===== src/rtl/tinterp_pkg.sv =====
package tinterp_pkg;

  localparam int TEMP_LO   = -40000;
  localparam int TEMP_HI   = 125000;
  localparam int TEMP_SPAN = TEMP_HI - TEMP_LO;

  // Strobes issued by the control FSM to the datapath
  typedef struct packed {
    logic load;
    logic takeSat;
    logic takeFirst;
    logic srchStep;
    logic mulInit;
    logic mulStep;
    logic divInit;
    logic divStep;
    logic finish;
  } ctlStrobe_t;

  // Conditions reported by the datapath to the control FSM
  typedef struct packed {
    logic rangeOut;
    logic firstHit;
    logic bracketHit;
    logic mulLast;
    logic divLast;
  } dpStatus_t;

  typedef enum logic [2:0] {
    ST_IDLE, ST_CHECK, ST_SEARCH, ST_MULLD, ST_MUL, ST_DIVLD, ST_DIV, ST_DONE
  } ctlState_t;

  // Calibration curve: code grows slightly faster than linearly
  function automatic int calCode(int i);
    return 30 + 18 * i + (i * i) / 4;
  endfunction

  function automatic int calTemp(int i, int depth);
    return TEMP_LO + (TEMP_SPAN * i) / (depth - 1);
  endfunction

endpackage


===== src/rtl/tinterp_ctrl.sv =====
module tinterp_ctrl
  import tinterp_pkg::*;
(
  input  logic       clk,
  input  logic       rstN,
  input  logic       inValid,
  output logic       inReady,
  input  dpStatus_t  status,
  output ctlStrobe_t strobe
);

  ctlState_t stateQ, stateD;

  always_ff @(posedge clk or negedge rstN) begin
    if (!rstN) stateQ <= ST_IDLE;
    else       stateQ <= stateD;
  end

  always_comb begin
    strobe = '0;
    stateD = stateQ;
    unique case (stateQ)
      ST_IDLE: begin
        if (inValid) begin
          strobe.load = 1'b1;
          stateD      = ST_CHECK;
        end
      end
      ST_CHECK: begin
        if (status.rangeOut) begin
          strobe.takeSat = 1'b1;
          stateD         = ST_IDLE;
        end else if (status.firstHit) begin
          strobe.takeFirst = 1'b1;
          stateD           = ST_IDLE;
        end else begin
          stateD = ST_SEARCH;
        end
      end
      ST_SEARCH: begin
        strobe.srchStep = 1'b1;
        if (status.bracketHit) stateD = ST_MULLD;
      end
      ST_MULLD: begin
        strobe.mulInit = 1'b1;
        stateD         = ST_MUL;
      end
      ST_MUL: begin
        strobe.mulStep = 1'b1;
        if (status.mulLast) stateD = ST_DIVLD;
      end
      ST_DIVLD: begin
        strobe.divInit = 1'b1;
        stateD         = ST_DIV;
      end
      ST_DIV: begin
        strobe.divStep = 1'b1;
        if (status.divLast) stateD = ST_DONE;
      end
      ST_DONE: begin
        strobe.finish = 1'b1;
        stateD        = ST_IDLE;
      end
      default: stateD = ST_IDLE;
    endcase
  end

  assign inReady = (stateQ == ST_IDLE);

endmodule


===== src/rtl/tinterp_datapath.sv =====
module tinterp_datapath
  import tinterp_pkg::*;
#(
  parameter int CODE_W = 10,
  parameter int DEPTH  = 36,
  parameter int TEMP_W = 32,
  parameter int ACC_W  = 32
) (
  input  logic                     clk,
  input  logic                     rstN,
  input  logic [CODE_W-1:0]        inCode,
  input  ctlStrobe_t               strobe,
  output dpStatus_t                status,
  output logic                     outValid,
  output logic signed [TEMP_W-1:0] outTemp
);

  localparam int IW    = $clog2(DEPTH);
  localparam int CNT_W = $clog2(ACC_W);

  // Calibration constants, one entry per point
  logic [CODE_W-1:0]        codeRom [DEPTH];
  logic signed [TEMP_W-1:0] tempRom [DEPTH];

  for (genvar g = 0; g < DEPTH; g++) begin : gRom
    assign codeRom[g] = CODE_W'(calCode(g));
    assign tempRom[g] = TEMP_W'(calTemp(g, DEPTH));
  end

  logic [CODE_W-1:0] codeQ;
  logic [IW-1:0]     lowQ, highQ, idxQ;
  logic [ACC_W-1:0]  mcandQ, accQ, remQ, quoQ, divisorQ;
  logic [CODE_W-1:0] mplierQ;
  logic [CNT_W-1:0]  cntQ;

  // Search probe
  logic [IW-1:0] midIdx, midLow;
  logic          goUp;
  assign midIdx = IW'(({1'b0, lowQ} + {1'b0, highQ}) >> 1);
  assign midLow = (midIdx == '0) ? '0 : midIdx - IW'(1);
  assign goUp   = codeQ > codeRom[midIdx];

  // Bracket operands
  logic [IW-1:0]            idxLow;
  logic signed [TEMP_W-1:0] dTemp;
  logic [CODE_W-1:0]        dCode, offs;
  assign idxLow = idxQ - IW'(1);
  assign dTemp  = tempRom[idxQ] - tempRom[idxLow];
  assign dCode  = codeRom[idxQ] - codeRom[idxLow];
  assign offs   = codeQ - codeRom[idxLow];

  // Restoring divider trial subtraction
  logic [ACC_W-1:0] remShift;
  logic             fits;
  assign remShift = {remQ[ACC_W-2:0], quoQ[ACC_W-1]};
  assign fits     = remShift >= divisorQ;

  assign status.rangeOut   = (codeQ < codeRom[0]) || (codeQ > codeRom[DEPTH-1]);
  assign status.firstHit   = (codeQ == codeRom[0]);
  assign status.bracketHit = (midIdx != '0) && (codeQ > codeRom[midLow]) &&
                             (codeQ <= codeRom[midIdx]);
  assign status.mulLast    = (cntQ == CNT_W'(CODE_W - 1));
  assign status.divLast    = (cntQ == CNT_W'(ACC_W - 1));

  // Search registers
  always_ff @(posedge clk or negedge rstN) begin
    if (!rstN) begin
      codeQ <= '0;
      lowQ  <= '0;
      highQ <= '0;
      idxQ  <= '0;
    end else if (strobe.load) begin
      codeQ <= inCode;
      lowQ  <= '0;
      highQ <= IW'(DEPTH - 1);
    end else if (strobe.srchStep) begin
      if (status.bracketHit) idxQ  <= midIdx;
      else if (goUp)         lowQ  <= midIdx + IW'(1);
      else                   highQ <= midIdx - IW'(1);
    end
  end

  // Shift-add multiplier and restoring divider share one step counter
  always_ff @(posedge clk or negedge rstN) begin
    if (!rstN) begin
      mcandQ   <= '0;
      mplierQ  <= '0;
      accQ     <= '0;
      remQ     <= '0;
      quoQ     <= '0;
      divisorQ <= '0;
      cntQ     <= '0;
    end else if (strobe.mulInit) begin
      mcandQ  <= ACC_W'($unsigned(dTemp));
      mplierQ <= offs;
      accQ    <= '0;
      cntQ    <= '0;
    end else if (strobe.mulStep) begin
      if (mplierQ[0]) accQ <= accQ + mcandQ;
      mcandQ  <= mcandQ << 1;
      mplierQ <= mplierQ >> 1;
      cntQ    <= cntQ + CNT_W'(1);
    end else if (strobe.divInit) begin
      quoQ     <= accQ;
      remQ     <= '0;
      divisorQ <= ACC_W'(dCode);
      cntQ     <= '0;
    end else if (strobe.divStep) begin
      remQ <= fits ? remShift - divisorQ : remShift;
      quoQ <= {quoQ[ACC_W-2:0], fits};
      cntQ <= cntQ + CNT_W'(1);
    end
  end

  // Result register
  always_ff @(posedge clk or negedge rstN) begin
    if (!rstN) begin
      outValid <= 1'b0;
      outTemp  <= '0;
    end else begin
      outValid <= strobe.takeSat | strobe.takeFirst | strobe.finish;
      if (strobe.takeSat)        outTemp <= TEMP_W'(TEMP_HI);
      else if (strobe.takeFirst) outTemp <= tempRom[0];
      else if (strobe.finish)    outTemp <= tempRom[idxLow] + $signed(TEMP_W'(quoQ));
    end
  end

endmodule


===== src/rtl/tinterp_top.sv =====
module tinterp_top
  import tinterp_pkg::*;
#(
  parameter int CODE_W = 10,
  parameter int DEPTH  = 36,
  parameter int TEMP_W = 32,
  parameter int ACC_W  = 32
) (
  input  logic                     clk,
  input  logic                     rstN,
  input  logic                     inValid,
  output logic                     inReady,
  input  logic [CODE_W-1:0]        inCode,
  output logic                     outValid,
  output logic signed [TEMP_W-1:0] outTemp
);

  ctlStrobe_t strobe;
  dpStatus_t  status;

  tinterp_ctrl u_ctrl (
    .clk     (clk),
    .rstN    (rstN),
    .inValid (inValid),
    .inReady (inReady),
    .status  (status),
    .strobe  (strobe)
  );

  tinterp_datapath #(
    .CODE_W (CODE_W),
    .DEPTH  (DEPTH),
    .TEMP_W (TEMP_W),
    .ACC_W  (ACC_W)
  ) u_datapath (
    .clk      (clk),
    .rstN     (rstN),
    .inCode   (inCode),
    .strobe   (strobe),
    .status   (status),
    .outValid (outValid),
    .outTemp  (outTemp)
  );

endmodule


===== config.mk =====
export PLATFORM = sky130hd
export DESIGN_NAME = tinterp_top
export DESIGN_NICKNAME = d
export VERILOG_FILES = /design/src/rtl/tinterp_pkg.sv /design/src/rtl/tinterp_ctrl.sv /design/src/rtl/tinterp_datapath.sv /design/src/rtl/tinterp_top.sv
export SDC_FILE = /design/constraint.sdc
export NUM_CORES = 1
export LEC_CHECK = 0
export ABC_AREA = 1
export BUFFER_PORTS_ARGS = -buffer_cell sky130_fd_sc_hd__buf_2
export CORE_ASPECT_RATIO = 1.5
export CORE_MARGIN = 8
export CORE_UTILIZATION = 55
export DETAILED_ROUTE_END_ITERATION = 8
export GPL_TIMING_DRIVEN = 0
export PLACE_DENSITY = 0.8
export SKIP_LAST_GASP = 1
export SLEW_MARGIN = 40
export SYNTH_ARGS = -nofsm -noshare
export SYNTH_HDL_FRONTEND = slang
export SYNTH_SLANG_ARGS = --single-unit

===== constraint.sdc =====
create_clock -name clk -period 12.8 [get_ports clk]
set_input_delay 3.84 -clock clk [delete_from_list [all_inputs] [get_ports clk]]
set_output_delay 3.84 -clock clk [all_outputs]
set_load 0.01 [all_outputs]

==> results of run 1 <==
-- worst max-delay path by stage --
stage	start	to	slack, ns	cells after the start
CTS	u_datapath.idxQ[1]	u_datapath.outTemp[30]	6.30	22
floorplan	inValid	u_datapath.lowQ[3]	8.11	4
detailed placement	u_datapath.idxQ[1]	u_datapath.outTemp[30]	6.37	22
global route	u_datapath.idxQ[1]	u_datapath.outTemp[26]	5.66	24
finish	u_datapath.idxQ[1]	u_datapath.outTemp[30]	6.13	24
global placement	rstN	u_datapath.highQ[5]	4.29	1
-- per-stage QoR --
| stage | std cells | setup slack, ns |
|---|---|---|
| after floorplan | 2954 | 8.11 |
| after global placement | 3478 | 4.29 |
| after detailed placement | 3480 | 6.37 |
| after CTS | 3525 | 6.30 |
| after global routing | 3525 | 5.66 |
| final | 3525 | 6.13 |
-- critical path, stage by stage (launching register included) --
cell	delay [ns]
dfrtp_1	0.48
clkbuf_1	0.35
inv_1	0.30
ha_1	0.35
clkbuf_1	0.48
inv_1	0.29
ha_1	0.40
buf_2	0.22
clkbuf_1	0.30
o21ai_0	0.26
nand2_1	0.09
nand2_1	0.09
nand2_1	0.05
a31oi_1	0.46
inv_1	0.10
ha_1	0.38
nand2_1	0.12
nor3_1	0.35
a21oi_1	0.21
o21ai_0	0.72
nand3_1	0.20
nand3_1	0.13
nand3_1	0.09
nand2_1	0.08
nand2_1	0.04
-- registers in the layout, summed over array words and instances (netlist names) --
| register | count |
|---|---|
| u_datapath.mcandQ | 32 |
| u_datapath.accQ | 32 |
| u_datapath.outValid | 1 |
| u_ctrl.stateQ | 3 |
| u_datapath.remQ | 31 |
| u_datapath.quoQ | 32 |
| u_datapath.lowQ | 6 |
| u_datapath.divisorQ | 10 |
| u_datapath.highQ | 6 |
| u_datapath.outTemp | 32 |
| u_datapath.mplierQ | 10 |
| u_datapath.cntQ | 5 |
| u_datapath.idxQ | 6 |
| u_datapath.codeQ | 10 |
-- logic make-up (layout without fill, tap and decap cells) --
kind of cell	after synthesis	count (layout)	synth area share
and+or+nand+nor	1343	1343	0.286
xor gates and xnor gates	62	62	0.0290
muxes	1	1	0.000509
DFF	216	216	0.275
adders and majority gates	174	174	0.113
buffers and inverters	421	514	0.0854
AOI/OAI and AO/OA	737	737	0.210
-- per-layer routing --
layer	global-route usage	vias up
li1	-	10100
met2	0.579	938
met5	0	-
met1	0.342	9826
met4	0.262	0
met3	0.0339	339
-- cells in the mapped netlist, types with 9 or more instances --
cell type,count,area [µm²]
o211ai_1,25,188
a21o_1,9,67.6
nor2_1,322,1210
o21ai_0,285,1430
a31oi_1,17,106
nor4_1,10,62.6
nor3_1,41,205
nand4_1,42,263
o2111ai_1,10,87.6
buf_2,32,160
o221ai_1,10,87.6
inv_1,301,1130
dfrtp_1,216,5410
ha_1,167,2090
o22ai_1,15,93.8
inv_2,12,45.0
clkinv_1,9,33.8
a21oi_1,284,1420
clkbuf_1,51,191
xnor2_1,23,201
o21bai_1,13,97.6
xor2_1,37,324
o311ai_0,10,87.6
nand3_1,145,726
nand2_1,734,2760
-- area by class of cell --
type                    count  area (µm²)  share of cell area
clock inverters            14         100             0.00470
multi-input cells        2317       12600               0.590
clock buffers              31         658              0.0309
plain buffers              99         469              0.0220
flip-flops and latches    216        5410               0.254
inverters                 322        1210              0.0567
well taps                 478         598              0.0281
repair buffers             48         295              0.0139
==> results.json, run 1 <==
{
  "drcViolationCount": 0,
  "yosysWarnings": 0,
  "r2r-end": "u_datapath.outTemp[30]",
  "clock_path_buffers": 3,
  "async_flop_share": 1.00,
  "drt-initial-drc-count": 1732,
  "hold_violations": 0,
  "cp-start-kind": "flop",
  "grt_pass1_vias": 21100,
  "wl_per_cell_um": 19.6,
  "reg2regPathDepth": 24,
  "slew_viol_final": 0,
  "slew_headroom": 0.374,
  "cts_root_buffer": "clkbuf_16",
  "tns_ns": 0,
  "fin_crit_ns": 6.67,
  "fp.coreArea_um2": 35500,
  "dieArea_um2": 42200,
  "wl_met3_um": 3940,
  "fmax_ghz": 0.150,
  "worstMarginPinSlew_ns": 0.935,
  "grt_use_total": 0.325,
  "top_layer_used": "met4",
  "synth_area_um2": 19600,
  "hp-class": "flop to flop",
  "htreeDepth": 1,
  "ctsResizeCount": 0,
  "grt-ovfl-total": 0,
  "place_area_um2": 20600,
  "syn_area_per_cell_um2": 6.65,
  "die_x_um": 170,
  "ys_types": 63,
  "synth.net_count": 3141,
  "grt_max_degree": 76,
  "final_cell_mix": "nand2_1, nor2_1, inv_1, a21oi_1, o21ai_0",
  "drt_wl_total_um": 69100,
  "nets": 3216,
  "cp_data_arrival_time_ns": 7.11,
  "antenna_cells": 0,
  "skew_ns": 0.0175,
  "cp.required_ns": 13.24,
  "portBuffers": 46,
  "post_cts_buffers": 0,
  "clk_latency_ns": 0.55,
  "min_from": "u_datapath.outTemp[18]",
  "period_share": 0.521,
  "hold_depth": 2,
  "crit_fanout": 10,
  "cts.sink_count": 216,
  "design_area_um2": 21300,
  "dp_hpwl_um": 54800,
  "synth-edff-count": 0,
  "start_util": 0.553,
  "final_common_cell": "nand2_1",
  "syn_inst": 2954,
  "ys_seq_area_frac": 0.275,
  "gp_congestion": 1.01,
  "utilization": 0.600,
  "hold_buffers": 0,
  "clkTransAtPathRegs_ns": 0.06,
  "cts_made_buffers": 25,
  "vias": 21200,
  "via_per_inst": 6.02,
  "wl_met1_um": 25100,
  "die_h_um": 247,
  "ios": 47,
  "grt_setup_unrepaired": "false",
  "whs_ns": 0.472,
  "r2r-start": "u_datapath.idxQ[1]",
  "reg2reg_slack_ns": 6.13,
  "status": "complete, no violations",
  "first_pass_iters": 6,
  "worstSetupPathType": "flop to flop",
  "maxCapViolCount": 0,
  "synth_ff_type": "dfrtp_1",
  "antenna_found_initial": 0,
  "setup_viol": 0,
  "rows": 85,
  "postRouteAntennaNets": 0,
  "hold_end": "u_datapath.outTemp[18]",
  "area_delta_synth_final_pct": 8.48,
  "endpoint_kind": "flop",
  "cts_tree": "built",
  "grt_pass1_wl_um": 108000,
  "synth_seq_cells": 216,
  "final.fill_count": 3447,
  "met2_length_um": 34100,
  "drive_gt1_frac": 0.0620
}
Power of run 1 is left out: the tool's default activity adds up to more than one toggle a clock period on the data nets, which glitch-free logic cannot reach.
==> inputs of run 2 (changes only) <==
- ABC_AREA: 1 -> 0
- PLACE_DENSITY: 0.8 -> 0.83
- clock period: 12.8 -> 5.55 ns (I/O delays scaled with it)
==> results.json, run 2 <==
{
  "die_h_um": 245,
  "synth_area_leaders": "dfrtp_1, ha_1, nand2_1",
  "hold_depth": 2,
  "status": "complete, no violations",
  "maxCapViolCount": 0,
  "gp_congestion": 0.998,
  "synth.net_count": 2660,
  "synth_most_common_cell": "nand2_1",
  "drive_gt1_frac": 0.0934,
  "grt_use_total": 0.318,
  "hp-class": "flop to flop",
  "cp_top_family": "compound AO/OA/AOI/OAI gates",
  "portBuffers": 46,
  "grt_max_degree": 77,
  "hold_violations": 0,
  "hold_buffers": 0,
  "cts_tree": "built",
  "cp-start-kind": "flop",
  "yosysWarnings": 0,
  "drt-initial-drc-count": 1620,
  "postRouteAntennaNets": 0,
  "cts_root_buffer": "clkbuf_16",
  "vias": 19800,
  "nets": 2752,
  "path_cells": "buf_2 > clkinv_4 > ha_4 > buf_8 > nand2_1 > xnor2_1 > buf_2 > buf_2 > a21oi_1 > o32a_1 > fa_1 > nor2b_1 > o21ai_0 > a21boi_1 > o31a_1 > o21a_1 > o21a_1 > o221ai_1 > or4b_2 > nand3_1",
  "synth-edff-count": 0,
  "dieArea_um2": 41200,
  "synth_top_area_share": 0.282,
  "reg2reg_slack_ns": 0.16,
  "whs_ns": 0.472,
  "synth_top_cell_by_area": "dfrtp_1",
  "place_area_um2": 20000,
  "synth_ff_type": "dfrtp_1",
  "antenna_cells": 0,
  "syn_inst": 2473,
  "synthTopCellsByCount": "nand2_1, o21ai_0, dfrtp_1",
  "grt-ovfl-total": 0,
  "cpMostUsedCell": "buf_2",
  "synth_area_um2": 19200,
  "endpoint_kind": "flop",
  "clock_path_buffers": 3,
  "clk_latency_ns": 0.56,
  "slew_headroom": 0.442,
  "r2r-start": "u_datapath.idxQ[0]",
  "cp-startpoint": "u_datapath.idxQ[0]",
  "crit_buf_inv": 5,
  "syn_area_per_cell_um2": 7.75,
  "reg2regPathDepth": 20,
  "cpPeakStageDelay_ns": 0.67,
  "area_delta_synth_final_pct": 11.8,
  "drcViolationCount": 0,
  "design_area_um2": 21400,
  "via_per_inst": 6.58,
  "period_share": 0.970,
  "synth_seq_cells": 216,
  "crit_fanout": 11,
  "r2r-end": "u_datapath.mcandQ[16]",
  "clkTransAtPathRegs_ns": 0.06,
  "cp.required_ns": 6.04,
  "skew_ns": 0.0293,
  "rows": 83,
  "antenna_found_initial": 0,
  "worstSetupPathType": "flop to flop",
  "first_pass_iters": 7,
  "die_x_um": 168,
  "ios": 47,
  "crit_slowest_cell": "or4b_2",
  "fin_crit_ns": 5.39,
  "final_cell_mix": "nand2_1, dfrtp_1, o21ai_0, a21oi_1, nor2_1",
  "fmax_ghz": 0.186,
  "grt_pass1_wl_um": 104000,
  "drt_wl_total_um": 67500,
  "hold_end": "u_datapath.outTemp[12]",
  "ys_types": 87,
  "cp_data_arrival_time_ns": 5.87,
  "cts.sink_count": 216,
  "grt_pass1_vias": 19400,
  "final_common_cell": "nand2_1",
  "dp_hpwl_um": 51200,
  "fp.coreArea_um2": 34300,
  "min_from": "u_datapath.outTemp[12]",
  "slew_viol_final": 0,
  "cts_made_buffers": 23,
  "ys_seq_area_frac": 0.282,
  "start_util": 0.559,
  "htreeDepth": 1,
  "wl_per_cell_um": 22.5,
  "worstMarginPinSlew_ns": 0.837,
  "async_flop_share": 1.00,
  "setup_viol": 0
}
[run 2: changes by cell type after synthesis, sizes merged, moves of 33 or more]
cell / change
mux2i: +48
nand2: -383
nor2: -146
a211oi: +36
clkbuf: +74
nor2b: +33
nand3: -65
inv: -233
a21o: +43
a31oi: +37
a21oi: -96
o21ai: -40
xnor2: +49
[run 2: cells by family (layout without fill, tap and decap cells)]
family,count (synthesis),count (layout),synth area share
compound gates,806,806,0.263
xor+xnor,121,121,0.0557
fa+ha+maj,174,174,0.116
buf+inv,245,352,0.0487
flops,216,216,0.282
mux,57,57,0.0321
simple gates,854,854,0.202
[run 2: worst max-delay path by stage]
stage | to | cells after the start | slack (ns)
2_1_floorplan | u_datapath.mcandQ[16] | 23 | 0.08
3_3_place_gp | u_datapath.outTemp[30] | 23 | -2.44
3_5_place_dp | u_datapath.outTemp[30] | 23 | -2.38
4_1_cts | u_datapath.outTemp[30] | 24 | -0.06
5_1_grt | u_datapath.highQ[5] | 25 | -0.03
6_report | u_datapath.mcandQ[16] | 20 | 0.16
[run 2: final cells by class]
cell class | instances | area (µm²)
timing repair buffer | 70 | 478
clock inverter | 9 | 100
inverter | 88 | 362
clock buffer | 31 | 656
buffer | 154 | 691
multi-input combinational | 2012 | 13200
fill | 3015 | 12900
sequential | 216 | 5410
tap | 425 | 532
[run 2: worst reg2reg max path, cell delays in order (launching register included)]
cell      delay [ns]
dfrtp_2         0.46
buf_2           0.21
clkinv_4        0.13
ha_4            0.17
buf_8           0.16
nand2_1         0.17
xnor2_1         0.33
buf_2           0.33
buf_2           0.31
a21oi_1         0.10
o32a_1          0.42
fa_1            0.49
nor2b_1         0.12
o21ai_0         0.11
a21boi_1        0.23
o31a_1          0.25
o21a_1          0.23
o21a_1          0.16
o221ai_1        0.16
or4b_2          0.67
nand3_1         0.11
[run 2: what timing repair did]
item                       CTS  global route
resized for setup           80            72
setup endpoints to repair   91            56
buffers inserted             7            13
pin swaps                    7            12
[run 2: per-layer routing]
metal,routed length (µm),up-vias,track usage
met5,0,-,0
li1,-,9093,-
met3,4890,345,0.0548
met1,23500,9335,0.328
met2,33500,998,0.563
met4,5620,0,0.253
[run 2: per-stage QoR]
stage	TNS, ns	instances	utilization	setup WS, ns
after floorplan	0	2473	-	0.0826
after global placement	-309.37	2944	0.581	-2.44
after detailed placement	-114.52	2948	0.584	-2.38
after CTS	-0.217	2994	0.615	-0.0552
after global routing	-0.0492	3005	0.625	-0.0299
final	0	3005	0.625	0.164
Power of run 2 is left out for the same reason.
==> inputs of run 3 (changes only) <==
- BUFFER_PORTS_ARGS: -buffer_cell sky130_fd_sc_hd__buf_2 -> -buffer_cell sky130_fd_sc_hd__clkbuf_2
- SYNTH_HIERARCHICAL: not set -> 1
==> results.json, run 3 <==
{
  "clock_path_buffers": 3,
  "cts_root_buffer": "clkbuf_16",
  "grt_max_degree": 64,
  "htreeDepth": 1,
  "async_flop_share": 1.00,
  "final_cell_mix": "nand2_1, nor2_1, dfrtp_1, a21oi_1, o21ai_0",
  "final.fill_count": 2974,
  "area_delta_synth_final_pct": 11.7,
  "first_pass_iters": 6,
  "nets": 2687,
  "grt_use_total": 0.298,
  "grt_pass1_vias": 18800,
  "synth_ff_type": "dfrtp_1",
  "cp_data_arrival_time_ns": 5.85,
  "gp_congestion": 1.03,
  "syn_inst": 2403,
  "die_x_um": 169,
  "portBuffers": 46,
  "rows": 84,
  "endpoint_kind": "flop",
  "cp-start-kind": "flop",
  "reg2reg_slack_ns": 0.11,
  "ys_types": 99,
  "worstSetupPathType": "flop to flop",
  "synth-edff-count": 0,
  "hp-class": "flop to flop",
  "synth_seq_cells": 216,
  "syn_area_per_cell_um2": 8.03,
  "synth_top_cell_by_area": "dfrtp_1",
  "cp.required_ns": 5.96,
  "fp.coreArea_um2": 34800,
  "slew_viol_final": 0,
  "cts_tree": "built",
  "cts.sink_count": 216,
  "clkTransAtPathRegs_ns": 0.06,
  "period_share": 0.980,
  "r2r-end": "u_datapath/mcandQ[17]",
  "crit_fanout": 14,
  "synthTopCellsByCount": "nand2_1, nor2_1, dfrtp_1",
  "fin_crit_ns": 5.44,
  "wl_per_cell_um": 21.3,
  "fmax_ghz": 0.184,
  "vias": 19100,
  "synth_most_common_cell": "nand2_1",
  "clk_latency_ns": 0.55,
  "antenna_found_initial": 0,
  "drive_gt1_frac": 0.101,
  "grt_pass1_wl_um": 98900,
  "postRouteAntennaNets": 0,
  "skew_ns": 0.0364,
  "slew_headroom": 0.428,
  "hold_violations": 0,
  "via_per_inst": 6.38,
  "r2r-start": "u_datapath/idxQ[2]",
  "synth.net_count": 2593,
  "cts_made_buffers": 23,
  "drcViolationCount": 0,
  "drt-initial-drc-count": 1358,
  "synth_top_area_share": 0.280,
  "hold_buffers": 0,
  "synth_area_um2": 19300,
  "worstMarginPinSlew_ns": 0.858,
  "maxCapViolCount": 0,
  "setup_viol": 0,
  "grt-ovfl-total": 0,
  "die_h_um": 245,
  "dp_hpwl_um": 48600,
  "antenna_cells": 0,
  "start_util": 0.555,
  "final_common_cell": "nand2_1",
  "dieArea_um2": 41500,
  "utilization": 0.620,
  "reg2regPathDepth": 22,
  "endpoint": "u_datapath/mcandQ[17]",
  "drt_wl_total_um": 63600,
  "synth_area_leaders": "dfrtp_1, ha_1, a21oi_1",
  "ys_seq_area_frac": 0.280,
  "ios": 47,
  "cp-startpoint": "u_datapath/idxQ[2]",
  "status": "complete, no violations",
  "hold_depth": 2,
  "yosysWarnings": 6
}
-- run 3: changes by cell type after synthesis, moves of 16 or more --
cell,previous run,this run
a211oi_1,42,58
a21oi_1,188,210
a31oi_1,54,26
mux2_2,4,23
mux2i_1,49,87
nand2_1,361,269
nand3_1,86,47
nor2_1,185,223
o21ai_0,220,199
o21ai_1,39,6
-- run 3: kinds of logic after synthesis --
logic type | share of synthesized area
adder cells (fa/ha/maj) | 0.117
multiplexers | 0.0638
buffers and inverters | 0.0480
XOR/XNOR | 0.0541
flip-flops | 0.280
AND/OR/NAND/NOR | 0.188
AO/OA/AOI/OAI | 0.248
-- run 3: per-layer routing --
layer,part of all wire,track usage,vias to the layer above,wire [µm]
met4,0.077,0.219,0,4910
met5,0,0,-,0
li1,-,-,8884,-
met1,0.36,0.312,9009,22900
met3,0.063,0.0362,274,4000
met2,0.50,0.541,883,31900
-- run 3: area by class of cell --
| type | instances | area [µm²] | area share |
|---|---|---|---|
| inverters | 97 | 387 | 0.0179 |
| multi-input cells | 1946 | 13200 | 0.613 |
| repair buffers | 71 | 484 | 0.0225 |
| well taps | 473 | 592 | 0.0274 |
| plain buffers | 142 | 617 | 0.0286 |
| clock inverters | 13 | 218 | 0.0101 |
| flip-flops and latches | 216 | 5410 | 0.251 |
| clock buffers | 29 | 638 | 0.0296 |
-- run 3: worst min path at each step --
stage | startpoint | end | slack (ns)
after floorplan | u_datapath/divisorQ[4] | u_datapath/divisorQ[4] | 0.45
after global placement | u_datapath/remQ[30] | u_datapath/remQ[30] | 0.47
after detailed placement | u_datapath/divisorQ[9] | u_datapath/divisorQ[9] | 0.47
after CTS | u_datapath/divisorQ[8] | u_datapath/divisorQ[8] | 0.49
after global routing | u_datapath/highQ[5] | u_datapath/highQ[5] | 0.52
final | u_datapath/divisorQ[8] | u_datapath/divisorQ[8] | 0.49
-- run 3: timing repair --
action | CTS | global route
resized for setup | 52 | 59
pin swaps | 3 | 10
buffers inserted | 5 | 16
endpoints found under the setup margin | 92 | 55
-- run 3: worst max-delay path, stage by stage (launching register included) --
cell and delay (ns):
dfrtp_2 0.48, inv_4 0.13, buf_4 0.26, ha_1 0.21, a21boi_4 0.32, xnor2_4 0.18, clkbuf_4 0.25, nand2_2 0.16
nor2_1 0.05, a21oi_1 0.18, o311ai_0 0.18, a31oi_2 0.36, inv_1 0.17, ha_1 0.30, nor2b_1 0.12, o21ai_0 0.13
a21oi_1 0.21, o21ai_1 0.14, a21oi_1 0.27, a22oi_2 0.13, a2111oi_1 0.58, o21ai_0 0.19, a31o_2 0.26
-- run 3: stage by stage --
stage,cells,hold slack (ns),TNS (ns),setup WS [ns],instance area [µm²]
after floorplan,2403,0.449,0,0.172,19300
after global placement,2922,0.467,-393.21,-2.21,20100
after detailed placement,2926,0.475,-105.55,-2.17,20200
after CTS,2972,0.489,-0.0510,-0.0510,21300
after global routing,2987,0.521,-0.0213,-0.0213,21600
final,2987,0.486,0,0.112,21600
Power of run 3 is left out for the same reason.
